==> src/rtl/dst_pkg.sv <==
package dst_pkg;

    typedef struct packed {
        logic [4:0] month;
        logic       by_week;
        logic [2:0] week;
        logic [2:0] dow;
        logic [5:0] date;
        logic [5:0] hour;
    } dst_rule_t;

    typedef struct packed {
        logic [4:0] month;
        logic [5:0] date;
        logic [2:0] dow;
        logic [5:0] hour;
    } cal_now_t;

    typedef enum logic [1:0] {
        ST_IDLE    = 2'd0,
        ST_ARMED   = 2'd1,
        ST_SHIFTED = 2'd2
    } dst_state_e;

    // Implemented bits of each configuration byte, by offset.
    function automatic logic [7:0] cfg_mask(input int unsigned idx);
        case (idx)
            0:       return 8'h9F;
            4:       return 8'h1F;
            1, 5:    return 8'h7F;
            default: return 8'h3F;
        endcase
    endfunction

    // Week of month (1..5) from a BCD date; 0 for a zero date.
    function automatic logic [2:0] week_of_month(input logic [5:0] bcd_date);
        logic [5:0] bin;
        logic [5:0] zero_based;
        bin = ({4'd0, bcd_date[5:4]} * 6'd10) + {2'd0, bcd_date[3:0]};
        if (bin == 6'd0) return 3'd0;
        zero_based = (bin - 6'd1) / 6'd7;
        return zero_based[2:0] + 3'd1;
    endfunction

endpackage

==> src/rtl/dst_regfile.sv <==
module dst_regfile
    import dst_pkg::*;
#(
    parameter int ADDR_W    = 8,
    parameter int BASE_ADDR = 'h20
) (
    input  logic              clk,
    input  logic              rst,
    input  logic              we,
    input  logic [ADDR_W-1:0] addr,
    input  logic [7:0]        wdata,
    output logic [7:0]        rdata,
    output logic              enable,
    output dst_rule_t         fwd_rule,
    output dst_rule_t         rev_rule
);
    localparam int NUM_REGS = 8;
    localparam int IDX_W    = $clog2(NUM_REGS);
    localparam logic [ADDR_W-1:0] BASE_A = ADDR_W'(BASE_ADDR);
    localparam logic [ADDR_W-1:0] LIMIT  = ADDR_W'(NUM_REGS);

    logic [7:0]        bytes_q [NUM_REGS];
    logic [ADDR_W-1:0] offset;
    logic              in_range;
    logic [IDX_W-1:0]  idx;

    assign offset   = addr - BASE_A;
    assign in_range = offset < LIMIT;
    assign idx      = offset[IDX_W-1:0];

    for (genvar i = 0; i < NUM_REGS; i++) begin : g_byte
        localparam logic [7:0] MASK = cfg_mask(i);
        always_ff @(posedge clk) begin
            if (rst)
                bytes_q[i] <= 8'h00;
            else if (we && in_range && idx == IDX_W'(i))
                bytes_q[i] <= wdata & MASK;
        end
    end

    assign rdata  = in_range ? bytes_q[idx] : 8'h00;
    assign enable = bytes_q[0][7];

    // Rule views: offset 0..3 forward, 4..7 reverse.
    for (genvar r = 0; r < 2; r++) begin : g_rule
        dst_rule_t rule;
        assign rule.month   = bytes_q[4*r][4:0];
        assign rule.by_week = bytes_q[4*r+1][6];
        assign rule.week    = bytes_q[4*r+1][5:3];
        assign rule.dow     = bytes_q[4*r+1][2:0];
        assign rule.date    = bytes_q[4*r+2][5:0];
        assign rule.hour    = bytes_q[4*r+3][5:0];
    end
    assign fwd_rule = g_rule[0].rule;
    assign rev_rule = g_rule[1].rule;

endmodule

==> src/rtl/dst_rule_match.sv <==
module dst_rule_match
    import dst_pkg::*;
(
    input  dst_rule_t rule,
    input  cal_now_t  now,
    output logic      hit
);
    logic       month_eq;
    logic       hour_eq;
    logic       day_eq;
    logic [2:0] cur_week;

    assign cur_week = week_of_month(now.date);
    assign month_eq = rule.month == now.month;
    assign hour_eq  = rule.hour == now.hour;

    always_comb begin
        if (rule.by_week)
            day_eq = (rule.week == cur_week) && (rule.dow == now.dow);
        else
            day_eq = rule.date == now.date;
    end

    assign hit = month_eq && hour_eq && day_eq;

endmodule

==> src/rtl/dst_ctrl.sv <==
module dst_ctrl
    import dst_pkg::*;
(
    input  logic clk,
    input  logic rst,
    input  logic enable,
    input  logic hour_tick,
    input  logic fwd_hit,
    input  logic rev_hit,
    output logic fwd_pulse,
    output logic bwd_pulse,
    output logic adjusted,
    output logic armed
);
    dst_state_e state_q;

    always_ff @(posedge clk) begin
        if (rst) begin
            state_q   <= ST_IDLE;
            fwd_pulse <= 1'b0;
            bwd_pulse <= 1'b0;
        end else begin
            fwd_pulse <= 1'b0;
            bwd_pulse <= 1'b0;
            if (!enable) begin
                state_q <= ST_IDLE;
            end else if (hour_tick) begin
                case (state_q)
                    ST_IDLE: state_q <= ST_ARMED;
                    ST_ARMED: if (fwd_hit) begin
                        state_q   <= ST_SHIFTED;
                        fwd_pulse <= 1'b1;
                    end
                    ST_SHIFTED: if (rev_hit) begin
                        state_q   <= ST_ARMED;
                        bwd_pulse <= 1'b1;
                    end
                    default: state_q <= ST_IDLE;
                endcase
            end
        end
    end

    assign adjusted = state_q == ST_SHIFTED;
    assign armed    = state_q != ST_IDLE;

endmodule

==> src/rtl/dst_adjuster.sv <==
module dst_adjuster
    import dst_pkg::*;
#(
    parameter int ADDR_W    = 8,
    parameter int BASE_ADDR = 'h20
) (
    input  logic              clk,
    input  logic              rst,
    input  logic              reg_we,
    input  logic [ADDR_W-1:0] reg_addr,
    input  logic [7:0]        reg_wdata,
    output logic [7:0]        reg_rdata,
    input  logic [4:0]        cur_month,
    input  logic [5:0]        cur_date,
    input  logic [2:0]        cur_dow,
    input  logic [5:0]        cur_hour,
    input  logic              hour_tick,
    output logic              fwd_pulse,
    output logic              bwd_pulse,
    output logic              adjusted
);
    dst_rule_t fwd_rule;
    dst_rule_t rev_rule;
    cal_now_t  now;
    logic      cfg_enable;
    logic      fwd_hit;
    logic      rev_hit;
    logic      rule_armed;

    assign now.month = cur_month;
    assign now.date  = cur_date;
    assign now.dow   = cur_dow;
    assign now.hour  = cur_hour;

    dst_regfile #(.ADDR_W(ADDR_W), .BASE_ADDR(BASE_ADDR)) regs_i (
        .clk      (clk),
        .rst      (rst),
        .we       (reg_we),
        .addr     (reg_addr),
        .wdata    (reg_wdata),
        .rdata    (reg_rdata),
        .enable   (cfg_enable),
        .fwd_rule (fwd_rule),
        .rev_rule (rev_rule)
    );

    dst_rule_match fwd_match_i (.rule(fwd_rule), .now(now), .hit(fwd_hit));
    dst_rule_match rev_match_i (.rule(rev_rule), .now(now), .hit(rev_hit));

    dst_ctrl ctrl_i (
        .clk       (clk),
        .rst       (rst),
        .enable    (cfg_enable),
        .hour_tick (hour_tick),
        .fwd_hit   (fwd_hit),
        .rev_hit   (rev_hit),
        .fwd_pulse (fwd_pulse),
        .bwd_pulse (bwd_pulse),
        .adjusted  (adjusted),
        .armed     (rule_armed)
    );

endmodule

==> config.mk <==
export PLATFORM = sky130hd
export DESIGN_NAME = dst_adjuster
export DESIGN_NICKNAME = d
export VERILOG_FILES = /design/src/rtl/dst_pkg.sv /design/src/rtl/dst_regfile.sv /design/src/rtl/dst_rule_match.sv /design/src/rtl/dst_ctrl.sv /design/src/rtl/dst_adjuster.sv
export SDC_FILE = /design/constraint.sdc
export NUM_CORES = 1
export LEC_CHECK = 0
export BUFFER_PORTS_ARGS = -buffer_cell sky130_fd_sc_hd__buf_2
export CAP_MARGIN = 30
export CORE_MARGIN = 5
export CORE_UTILIZATION = 35
export DETAILED_ROUTE_END_ITERATION = 8
export GPL_ROUTABILITY_DRIVEN = 0
export GPL_TIMING_DRIVEN = 0
export PLACE_DENSITY = 0.61
export SYNTH_ARGS = -nofsm -noshare
export SYNTH_HDL_FRONTEND = slang
export SYNTH_SLANG_ARGS = --single-unit
==> constraint.sdc <==
create_clock -name clk -period 6.55 [get_ports clk]
set_clock_uncertainty 0.1 [all_clocks]
set_input_delay 0.655 -clock clk [delete_from_list [all_inputs] [get_ports clk]]
set_output_delay 0.655 -clock clk [all_outputs]
set_load 0.1 [all_outputs]
==> results.py, run 1 <==
metrics = {
    "clock_network": {
        "clk-insertion-delay-late_ps": 290,
        "cts-root-buf": "clkbuf_16",
        "cts_resized": 1,
        "cts_tree": "yes",
        "htree_levels": 2,
        "cts_hold_buf": 0,
        "cts_setup_buffers": 0,
        "clk_pin_slew_ps": 70,
        "ctsLongestPathBuffers": 2,
        "cts_buffers": 5,
        "cts_sinks": 53,
    },
    "sta": {
        "period_needed_ps": 6150,
        "holdWs_ps": 452.5,
        "final.setup.tns_ps": 0,
        "worst_slew_pin_slew_ps": 794.6,
        "min_period_over_period_pct": 93.89,
        "relSlewSlack_pct": 46.91,
        "slew_violations": 0,
        "hold_violations": 0,
        "max_freq_mhz": 162.6,
        "setup_viol": 0,
    },
    "synth": {
        "synth_nets": 445,
        "ys_top_cells_by_count": "and2_1, edfxtp_1, xnor2_1, nor2_1, nand4_1",
        "ys_async_sr_fraction_pct": 0,
        "synth_area_per_cell_um2": 10.47,
        "synth.distinct_cells": 75,
        "synth.area.top_cells": "edfxtp_1, xnor2_1, and2_1",
        "synth_top_area_cell": "edfxtp_1",
        "synth_top_area_share_pct": 35.66,
        "synth_edf_count": 49,
        "syn_area_mm2": 0.004126,
        "ys_ff_latch": 53,
        "yosys_warnings": 0,
        "synth_ff_type": "edfxtp_1",
        "yosysSeqAreaShare_pct": 37.60,
        "synthCells": 394,
    },
    "cells_and_area": {
        "nNetsFinal": 499,
        "syn_to_final_growth_pct": 14.86,
        "drive_above_1_share_pct": 22.32,
        "num_antenna_cells": 0,
    },
    "grt": {
        "first_global_vias": 3357,
        "antenna_found_initial": 0,
        "overflow": 0,
        "grt_start_max_net_pins": 17,
        "grt_pass1_wl_um": 18000,
        "track_usage_pct": 15.86,
    },
    "setup_path": {
        "worstPathRequired_ps": 6640,
        "rr_startpoint": "regs_i.bytes_q[6][3]$_SDFFCE_PN0P_",
        "critical_path_class": "input port to flip-flop",
        "path_delay_family": "compound AO/OA/AOI/OAI gates",
        "crit_fanout": 10,
        "crit_arrival_ps": 6240,
        "crit_buf_inv": 4,
        "startpoint": "cur_date[1]",
        "cpMostUsedCell": "ha_1",
        "slowest_delay_ps": 410,
        "start_kind": "input port",
        "crit_slowest_cell": "o32ai_1",
        "crit_path_end_kind": "flip-flop",
    },
    "floorplanning": {
        "die-area_mm2": 0.01406,
        "num_io_pins": 51,
        "start_util_pct": 35.98,
        "rows": 39,
        "die_w_um": 118.6,
        "die_h_um": 118.6,
        "fp.coreArea_mm2": 0.01147,
    },
    "worst_hold_path": {
        "min_from": "ctrl_i.state_q[1]$_SDFFE_PP0P_",
        "holdCritPathClass": "flip-flop to flip-flop",
    },
    "detailed_routing": {
        "postRouteAntennaNets": 0,
        "vias": 3350,
        "drtIter0Drc": 239,
        "via_per_inst": 5.668,
        "drt-total-wl_um": 11400,
        "dr.pass1.iters": 5,
        "post-route-drc-count": 0,
        "routedWlPerCell_um": 19.29,
    },
    "power": {
        "power.density_mw_per_mm2": 224.5,
        "peakVddDrop_mv": 0.1187,
        "p_leak_nw": 1.713,
        "power_mw": 1.064,
    },
    "status": {
        "status": "completed",
    },
    "placement": {
        "io_buffers": 48,
        "dp_hpwl_um": 9094,
    },
    "flow_run": {
        "drv_cap": 0,
    },
}
==> kinds of logic (layout without fill, tap and decap cells) <==
logic type,Yosys count,in the layout,synth area share (%)
buffers and inverters,30,84,3.487
adder cells (fa/ha/maj),11,11,3.517
flip-flops,53,53,37.60
multiplexers,19,19,7.671
AO/OA/AOI/OAI,73,73,13.89
AND/OR/NAND/NOR,160,160,22.74
XOR/XNOR,48,48,11.10
==> worst paths after layout <==
check / end / slack (ps) / depth (start not counted)
max reg2reg: ctrl_i.bwd_pulse$_SDFF_PP0_ / 3810 / 7
min reg2reg: ctrl_i.fwd_pulse$_SDFF_PP0_ / 450 / 1
max: ctrl_i.bwd_pulse$_SDFF_PP0_ / 400 / 26
min: ctrl_i.fwd_pulse$_SDFF_PP0_ / 450 / 1
==> power by group <==
group | switching, mW | internal [mW]
Clock | 0.119 | 0.180
Sequential | 0.0172 | 0.386
Combinational | 0.205 | 0.157
==> sequential cells by signal (all words and copies together) (netlist names) <==
name / cells
regs_i.bytes_q: 49
ctrl_i.state_q: 2
ctrl_i.bwd_pulse: 1
ctrl_i.fwd_pulse: 1
==> cell type report <==
class | count | area [um^2]
multi-input cells | 311 | 2464
flip-flops and latches | 53 | 1551
repair buffers | 48 | 240.2
fillers | 1105 | 6728
plain buffers | 14 | 85.08
clock buffers | 5 | 125.1
well taps | 143 | 178.9
clock inverters | 2 | 38.79
inverters | 15 | 56.30
==> metal layers <==
layer / wire length, um / part of all wire [%] / global-route usage (%) / up-vias
met3: 418 / 3.7 / 1.910 / 17
li1: - / - / - / 1588
met5: 0 / 0 / 0 / -
met2: 6006 / 53 / 29.09 / 91
met4: 234 / 2.1 / 4.607 / 0
met1: 4739 / 42 / 19.38 / 1654
==> per-stage QoR <==
| step | instance area, um^2 | instances | utilization (%) | setup slack (ps) |
|---|---|---|---|---|
| after floorplan | 4126 | 394 | - | 571.9 |
| after global placement | 4546 | 585 | 39.64 | -277.3 |
| after detailed placement | 4546 | 585 | 39.64 | -435.5 |
| after CTS | 4708 | 591 | 41.06 | 55.12 |
| after global routing | 4740 | 591 | 41.33 | -21.09 |
| final | 4740 | 591 | 41.33 | 400.0 |
==> placed cells by master, fill, tap and decap left out, drive strengths merged, types with 11 or more instances in the layout <==
cell type,synthesis,layout
inv,15,16
clkbuf,9,13
xor2,11,11
nor3,18,18
nor2,22,22
o21ai,12,12
xnor2,37,37
nand4,18,18
buf,6,54
edfxtp,49,49
and2,49,49
No activity file was read; power rests on OpenSTA's default activity.
==> run 2: changes to the inputs <==
--- a/config.mk
+++ b/config.mk
@@ -5,14 +5,17 @@
 export SDC_FILE = /design/constraint.sdc
 export NUM_CORES = 1
 export LEC_CHECK = 0
-export BUFFER_PORTS_ARGS = -buffer_cell sky130_fd_sc_hd__buf_2
 export CAP_MARGIN = 30
+export CELL_PAD_IN_SITES_DETAIL_PLACEMENT = 1
+export CELL_PAD_IN_SITES_GLOBAL_PLACEMENT = 2
 export CORE_MARGIN = 5
 export CORE_UTILIZATION = 35
 export DETAILED_ROUTE_END_ITERATION = 8
+export DONT_BUFFER_PORTS = 1
 export GPL_ROUTABILITY_DRIVEN = 0
 export GPL_TIMING_DRIVEN = 0
-export PLACE_DENSITY = 0.61
+export PLACE_DENSITY = 0.77
+export SETUP_SLACK_MARGIN = 0.4
 export SYNTH_ARGS = -nofsm -noshare
 export SYNTH_HDL_FRONTEND = slang
 export SYNTH_SLANG_ARGS = --single-unit
==> run 2 against run 1 <==
Against the previous run: die area is the same; maximum frequency grew 5.2%; routed wire length grew 13%; largest power group unchanged.
==> results.py, run 2 (synthesis results as in run 1) <==
metrics = {
    "status": {
        "status": "completed",
    },
    "cells_and_area": {
        "syn_to_final_growth_pct": 17.16,
        "multi_input_area_mm2": 0.002589,
        "largest_reg_flops": 49,
        "top_regs": "regs_i.bytes_q: 49 flops, ctrl_i.state_q: 2 flops",
        "fillers": 1225,
        "seqCellArea_mm2": 0.001551,
        "drive_above_1_share_pct": 20.10,
        "nNetsFinal": 463,
        "top_register": "regs_i.bytes_q",
        "fin_area_mm2": 0.004835,
        "num_antenna_cells": 0,
        "utilization_pct": 42.16,
        "mostFrequentLayoutCells": "and2_1, edfxtp_1, xnor2_1, nand4_1, nor2_1",
    },
    "clock_network": {
        "cts_sinks": 53,
        "clk_pin_slew_ps": 70,
        "cts_buffers": 5,
        "htree_levels": 2,
        "cts_tree": "yes",
        "cts-root-buf": "clkbuf_16",
        "ctsLongestPathBuffers": 2,
        "clk-insertion-delay-late_ps": 300,
    },
    "grt": {
        "overflow": 0,
        "antenna_found_initial": 0,
        "first_global_vias": 3469,
        "grt_start_max_net_pins": 19,
        "track_usage_pct": 18.28,
        "grt_pass1_wl_um": 20350,
    },
    "power": {
        "p_leak_nw": 1.621,
        "power_mw": 1.116,
        "power.density_mw_per_mm2": 230.9,
        "peakVddDrop_mv": 0.1107,
    },
    "setup_path": {
        "critical_path_class": "input port to flip-flop",
        "crit_arrival_ps": 5970,
        "crit_path_end_kind": "flip-flop",
        "worstPathRequired_ps": 6680,
        "crit_fanout": 10,
        "start_kind": "input port",
    },
    "floorplanning": {
        "die_w_um": 118.6,
        "die_h_um": 118.6,
        "die-area_mm2": 0.01406,
        "num_io_pins": 51,
        "rows": 39,
        "fp.coreArea_mm2": 0.01147,
        "start_util_pct": 35.98,
    },
    "sta": {
        "slew_violations": 0,
        "period_needed_ps": 5845,
        "rsz0062_at_grt": "no",
        "holdWs_ps": 435.3,
        "relSlewSlack_pct": 33.26,
        "min_period_over_period_pct": 89.24,
        "hold_violations": 0,
        "setup_slack_ps": 704.7,
        "max_freq_mhz": 171.1,
        "worst_slew_pin_slew_ps": 1005,
        "setup_viol": 0,
    },
    "worst_hold_path": {
        "holdCritPathClass": "flip-flop to flip-flop",
    },
    "detailed_routing": {
        "vias": 3229,
        "via_per_inst": 5.808,
        "drt-total-wl_um": 12920,
        "dr.pass1.iters": 4,
        "post-route-drc-count": 0,
        "routedWlPerCell_um": 23.23,
        "drtIter0Drc": 268,
        "postRouteAntennaNets": 0,
    },
    "placement": {
        "postPlaceCellArea_mm2": 0.004481,
        "dp_hpwl_um": 10050,
        "pre_cts_ws_ps": -399.0,
        "io_buffers": 0,
    },
    "flow_run": {
        "drv_cap": 0,
    },
}
==> run 2: changes by cell type in the layout (fill, tap and decap cells not counted), moves of 2 or more <==
| cell | before | now |
|---|---|---|
| buf_2 | 49 | 1 |
| buf_8 | 0 | 3 |
| buf_16 | 0 | 4 |
| nor2_1 | 22 | 17 |
| buf_4 | 2 | 6 |
| ha_2 | 0 | 2 |
| nor2_2 | 0 | 5 |
==> run 2: timing repair <==
item                                    in CTS  in global routing
endpoints found under the hold margin        0                  0
hold buffers                                 0                  0
buffers inserted                             0                  4
pin swaps                                    2                  7
endpoints found under the setup margin       4                  4
gates resized for setup                      6                 26
==> run 2: final timing paths <==
| path | cells past startpoint | from | slack (ps) | to |
|---|---|---|---|---|
| worst max-delay path | 26 | cur_date[1] | 700 | ctrl_i.state_q[0]$_SDFFE_PP0P_ |
| worst min-delay path | 1 | ctrl_i.state_q[1]$_SDFFE_PP0P_ | 440 | ctrl_i.fwd_pulse$_SDFF_PP0_ |
| worst max register to register | 7 | regs_i.bytes_q[6][3]$_SDFFCE_PN0P_ | 3960 | ctrl_i.bwd_pulse$_SDFF_PP0_ |
| worst min register to register | 1 | ctrl_i.state_q[1]$_SDFFE_PP0P_ | 440 | ctrl_i.fwd_pulse$_SDFF_PP0_ |
==> run 2: through the flow <==
step	setup TNS [ps]	std cells
6_report	0	556
5_1_grt	0	556
4_1_cts	0	552
3_5_place_dp	-1428	544
3_3_place_gp	-567.0	537
2_1_floorplan	0	394
==> run 2: worst max-delay path, cell delays in order <==
cell       delay [ps]
ha_1              240
fa_1              460
buf_6             160
nor3_4            310
xnor2_4           190
inv_4              90
ha_1              200
clkbuf_4          190
inv_1             100
buf_6             140
nand3_2            80
o221a_2           170
ha_2              210
o31ai_1            70
nor3_1             90
o32ai_2           380
a2bb2oi_4         120
or2_2             280
ha_1              210
and3_1            180
a211oi_4          320
o21bai_4          190
a21oi_2           100
and4bb_1          210
or4b_1            490
a31oi_1           140
==> run 2: power breakdown <==
part	switching (mW)	internal (mW)	total [mW]
logic	0.220	0.174	0.394
clock network	0.134	0.184	0.317
registers	0.0196	0.386	0.405
total	0.373	0.743	1.12
==> run 2: routing by layer <==
metal / wire length [um] / track usage, % / up-vias
met5: 0 / 0 / -
met4: 288 / 4.890 / 0
met3: 598 / 3.486 / 20
met2: 6763 / 33.15 / 76
met1: 5268 / 22.05 / 1614
li1: - / - / 1519
==> run 2: final cells by class <==
| cell class | count | area share, % |
|---|---|---|
| flip-flops and latches | 53 | 32.09 |
| plain buffers | 15 | 2.045 |
| repair buffers | 11 | 3.830 |
| well taps | 143 | 3.701 |
| multi-input cells | 311 | 53.55 |
| clock inverters | 3 | 0.9834 |
| inverters | 15 | 1.216 |
| clock buffers | 5 | 2.588 |
==> run 3: changes to the inputs <==
--- a/config.mk
+++ b/config.mk
@@ -14,8 +14,9 @@
 export DONT_BUFFER_PORTS = 1
 export GPL_ROUTABILITY_DRIVEN = 0
 export GPL_TIMING_DRIVEN = 0
-export PLACE_DENSITY = 0.77
+export PLACE_DENSITY = 0.78
 export SETUP_SLACK_MARGIN = 0.4
 export SYNTH_ARGS = -nofsm -noshare
 export SYNTH_HDL_FRONTEND = slang
+export SYNTH_HIERARCHICAL = 1
 export SYNTH_SLANG_ARGS = --single-unit
==> run 3 against run 2 <==
Against the previous run: setup slack worse by 4.4 ps; synthesized cell count increased by 28%; via count rose by 26%; critical endpoint is now ctrl_i/state_q[0]$_SDFFE_PP0P_; synthesized area increased by 19%.
==> results.py, run 3 <==
metrics = {
    "sta": {
        "setup_viol": 0,
        "worst_slew_pin_slew_ps": 945.4,
        "slew_violations": 0,
        "min_period_over_period_pct": 89.31,
        "relSlewSlack_pct": 36.89,
        "hold_violations": 0,
        "final.setup.tns_ps": 0,
        "rsz0062_at_grt": "no",
        "max_freq_mhz": 171.0,
        "period_needed_ps": 5850,
    },
    "floorplanning": {
        "start_util_pct": 35.52,
        "fp.coreArea_mm2": 0.01377,
        "die_w_um": 128.2,
        "die-area_mm2": 0.01644,
        "die_h_um": 128.2,
        "rows": 43,
        "num_io_pins": 51,
    },
    "grt": {
        "track_usage_pct": 18.47,
        "grt_pass1_wl_um": 23690,
        "overflow": 0,
        "grt_start_max_net_pins": 17,
        "antenna_found_initial": 0,
        "first_global_vias": 4331,
    },
    "clock_network": {
        "clk_pin_slew_ps": 70,
        "clk-insertion-delay-late_ps": 300,
        "ctsLongestPathBuffers": 2,
        "cts_buffers": 5,
        "cts_hold_buf": 0,
        "htree_levels": 2,
        "cts_tree": "yes",
        "cts_sinks": 53,
        "cts-root-buf": "clkbuf_16",
    },
    "setup_path": {
        "crit_fanout": 10,
        "cpMostUsedCell": "a21oi_1",
        "crit_path_end_kind": "flip-flop",
        "cp_cell_sequence": "ha_1 -> fa_2 -> and3b_2 -> xnor3_2 -> ha_4 -> buf_2 -> nand2_1 -> o32ai_1 -> a211o_1 -> a21oi_2 -> o31ai_1 -> a21oi_1 -> a31oi_1 -> nor2_1 -> a21oi_1 -> ha_1 -> xnor3_1 -> a2111oi_2 -> o311ai_1 -> o31ai_2 -> buf_4 -> nand3_1 -> o211ai_1 -> a21oi_1",
        "start_kind": "input port",
        "slowest_delay_ps": 680,
        "critical_path_class": "input port to flip-flop",
        "worstPathRequired_ps": 6630,
        "crit_arrival_ps": 5930,
        "crit_slowest_cell": "fa_2",
        "reg2reg_depth": 8,
    },
    "detailed_routing": {
        "m1WireLength_um": 6501,
        "postRouteAntennaNets": 0,
        "top_layer_used": "met4",
        "drt-total-wl_um": 15240,
        "vias": 4068,
        "drtIter0Drc": 213,
        "dr.pass1.iters": 4,
        "wl_met2_um": 7382,
        "routedWlPerCell_um": 21.43,
        "via_per_inst": 5.722,
        "post-route-drc-count": 0,
        "wl_met3_um": 1008,
    },
    "cells_and_area": {
        "instances_no_fill": 711,
        "final_common_cell": "nor2_1",
        "largest_reg_flops": 49,
        "top_regs": "regs_i/bytes_q: 49 flops, ctrl_i/state_q: 2 flops",
        "multi_input_area_mm2": 0.003228,
        "syn_to_final_growth_pct": 16.32,
        "mostFrequentLayoutCells": "nor2_1, edfxtp_1, nand2_1, a21oi_1, xnor2_1",
        "fillers": 1603,
        "top_register": "regs_i/bytes_q",
        "seqCellArea_mm2": 0.001551,
        "num_antenna_cells": 0,
        "nNetsFinal": 591,
        "drive_above_1_share_pct": 21.66,
    },
    "synth": {
        "synth_area_per_cell_um2": 9.726,
        "syn_area_mm2": 0.004892,
        "synthCells": 503,
        "synth_nets": 564,
        "yosys_warnings": 6,
    },
    "placement": {
        "numPlacedInstances": 691,
        "io_buffers": 0,
        "dp_hpwl_um": 12220,
    },
    "power": {
        "peakVddDrop_mv": 0.1218,
        "p_leak_nw": 2.035,
        "power.density_mw_per_mm2": 225.3,
    },
    "worst_hold_path": {
        "hold_path_depth": 2,
        "holdCritPathClass": "flip-flop to flip-flop",
    },
    "flow_run": {
        "drv_cap": 0,
    },
    "status": {
        "status": "completed",
    },
}
## run 3: cell type report
cell class / count / share of cell area [%]
inverter: 21 / 1.385
timing repair buffer: 20 / 5.013
buffer: 21 / 2.551
tap: 180 / 3.958
multi-input combinational: 408 / 56.73
clock inverter: 2 / 0.6596
clock buffer: 6 / 2.441
sequential: 53 / 27.26
## run 3: stage by stage
step | hold slack (ps) | instance area, um^2 | utilization (%) | total power [mW] | setup WS (ps)
global route | 425.2 | 5690 | 41.32 | 1.358 | 320.2
finish | 403.8 | 5690 | 41.32 | 1.282 | 700.4
floorplan | 352.6 | 4892 | - | 0.8339 | 901.8
CTS | 401.7 | 5529 | 40.14 | 1.251 | 424.3
global placement | 377.6 | 5117 | 37.15 | 0.9136 | 254.1
detailed placement | 391.5 | 5345 | 38.81 | 0.9400 | 59.44
## run 3: final timing paths
path                                     to                               start  slack, ps
max          ctrl_i/state_q[0]$_SDFFE_PP0P_                         cur_date[1]        700
min          ctrl_i/state_q[1]$_SDFFE_PP0P_      ctrl_i/state_q[1]$_SDFFE_PP0P_        400
max reg2reg  ctrl_i/state_q[0]$_SDFFE_PP0P_  regs_i/bytes_q[1][5]$_SDFFCE_PN0P_       4290
min reg2reg  ctrl_i/state_q[1]$_SDFFE_PP0P_      ctrl_i/state_q[1]$_SDFFE_PP0P_        400
## run 3: power breakdown
part	switching [mW]	internal [mW]
combinational	0.307	0.262
clock	0.120	0.191
sequential	0.0170	0.386
total	0.444	0.838
## run 3: layer usage
layer,vias to the layer above,GRT usage [%]
met3,24,5.208
li1,1934,-
met5,-,0
met4,0,4.931
met2,96,31.50
met1,2014,22.84
## run 3: worst max-delay path, delay by kind of cell
kind | cells | cell delay, ps
compound gates | 12 | 2420
xor+xnor | 2 | 720
fa+ha+maj | 4 | 1250
buf+inv | 2 | 370
simple gates | 4 | 500
## run 3: repair_timing
| action | in CTS | in global routing |
|---|---|---|
| pin swaps | 1 | 7 |
| setup buffers | 1 | 11 |
| resized for setup | 0 | 11 |
| hold endpoints to repair | 0 | 0 |
| setup endpoints to repair | 1 | 4 |
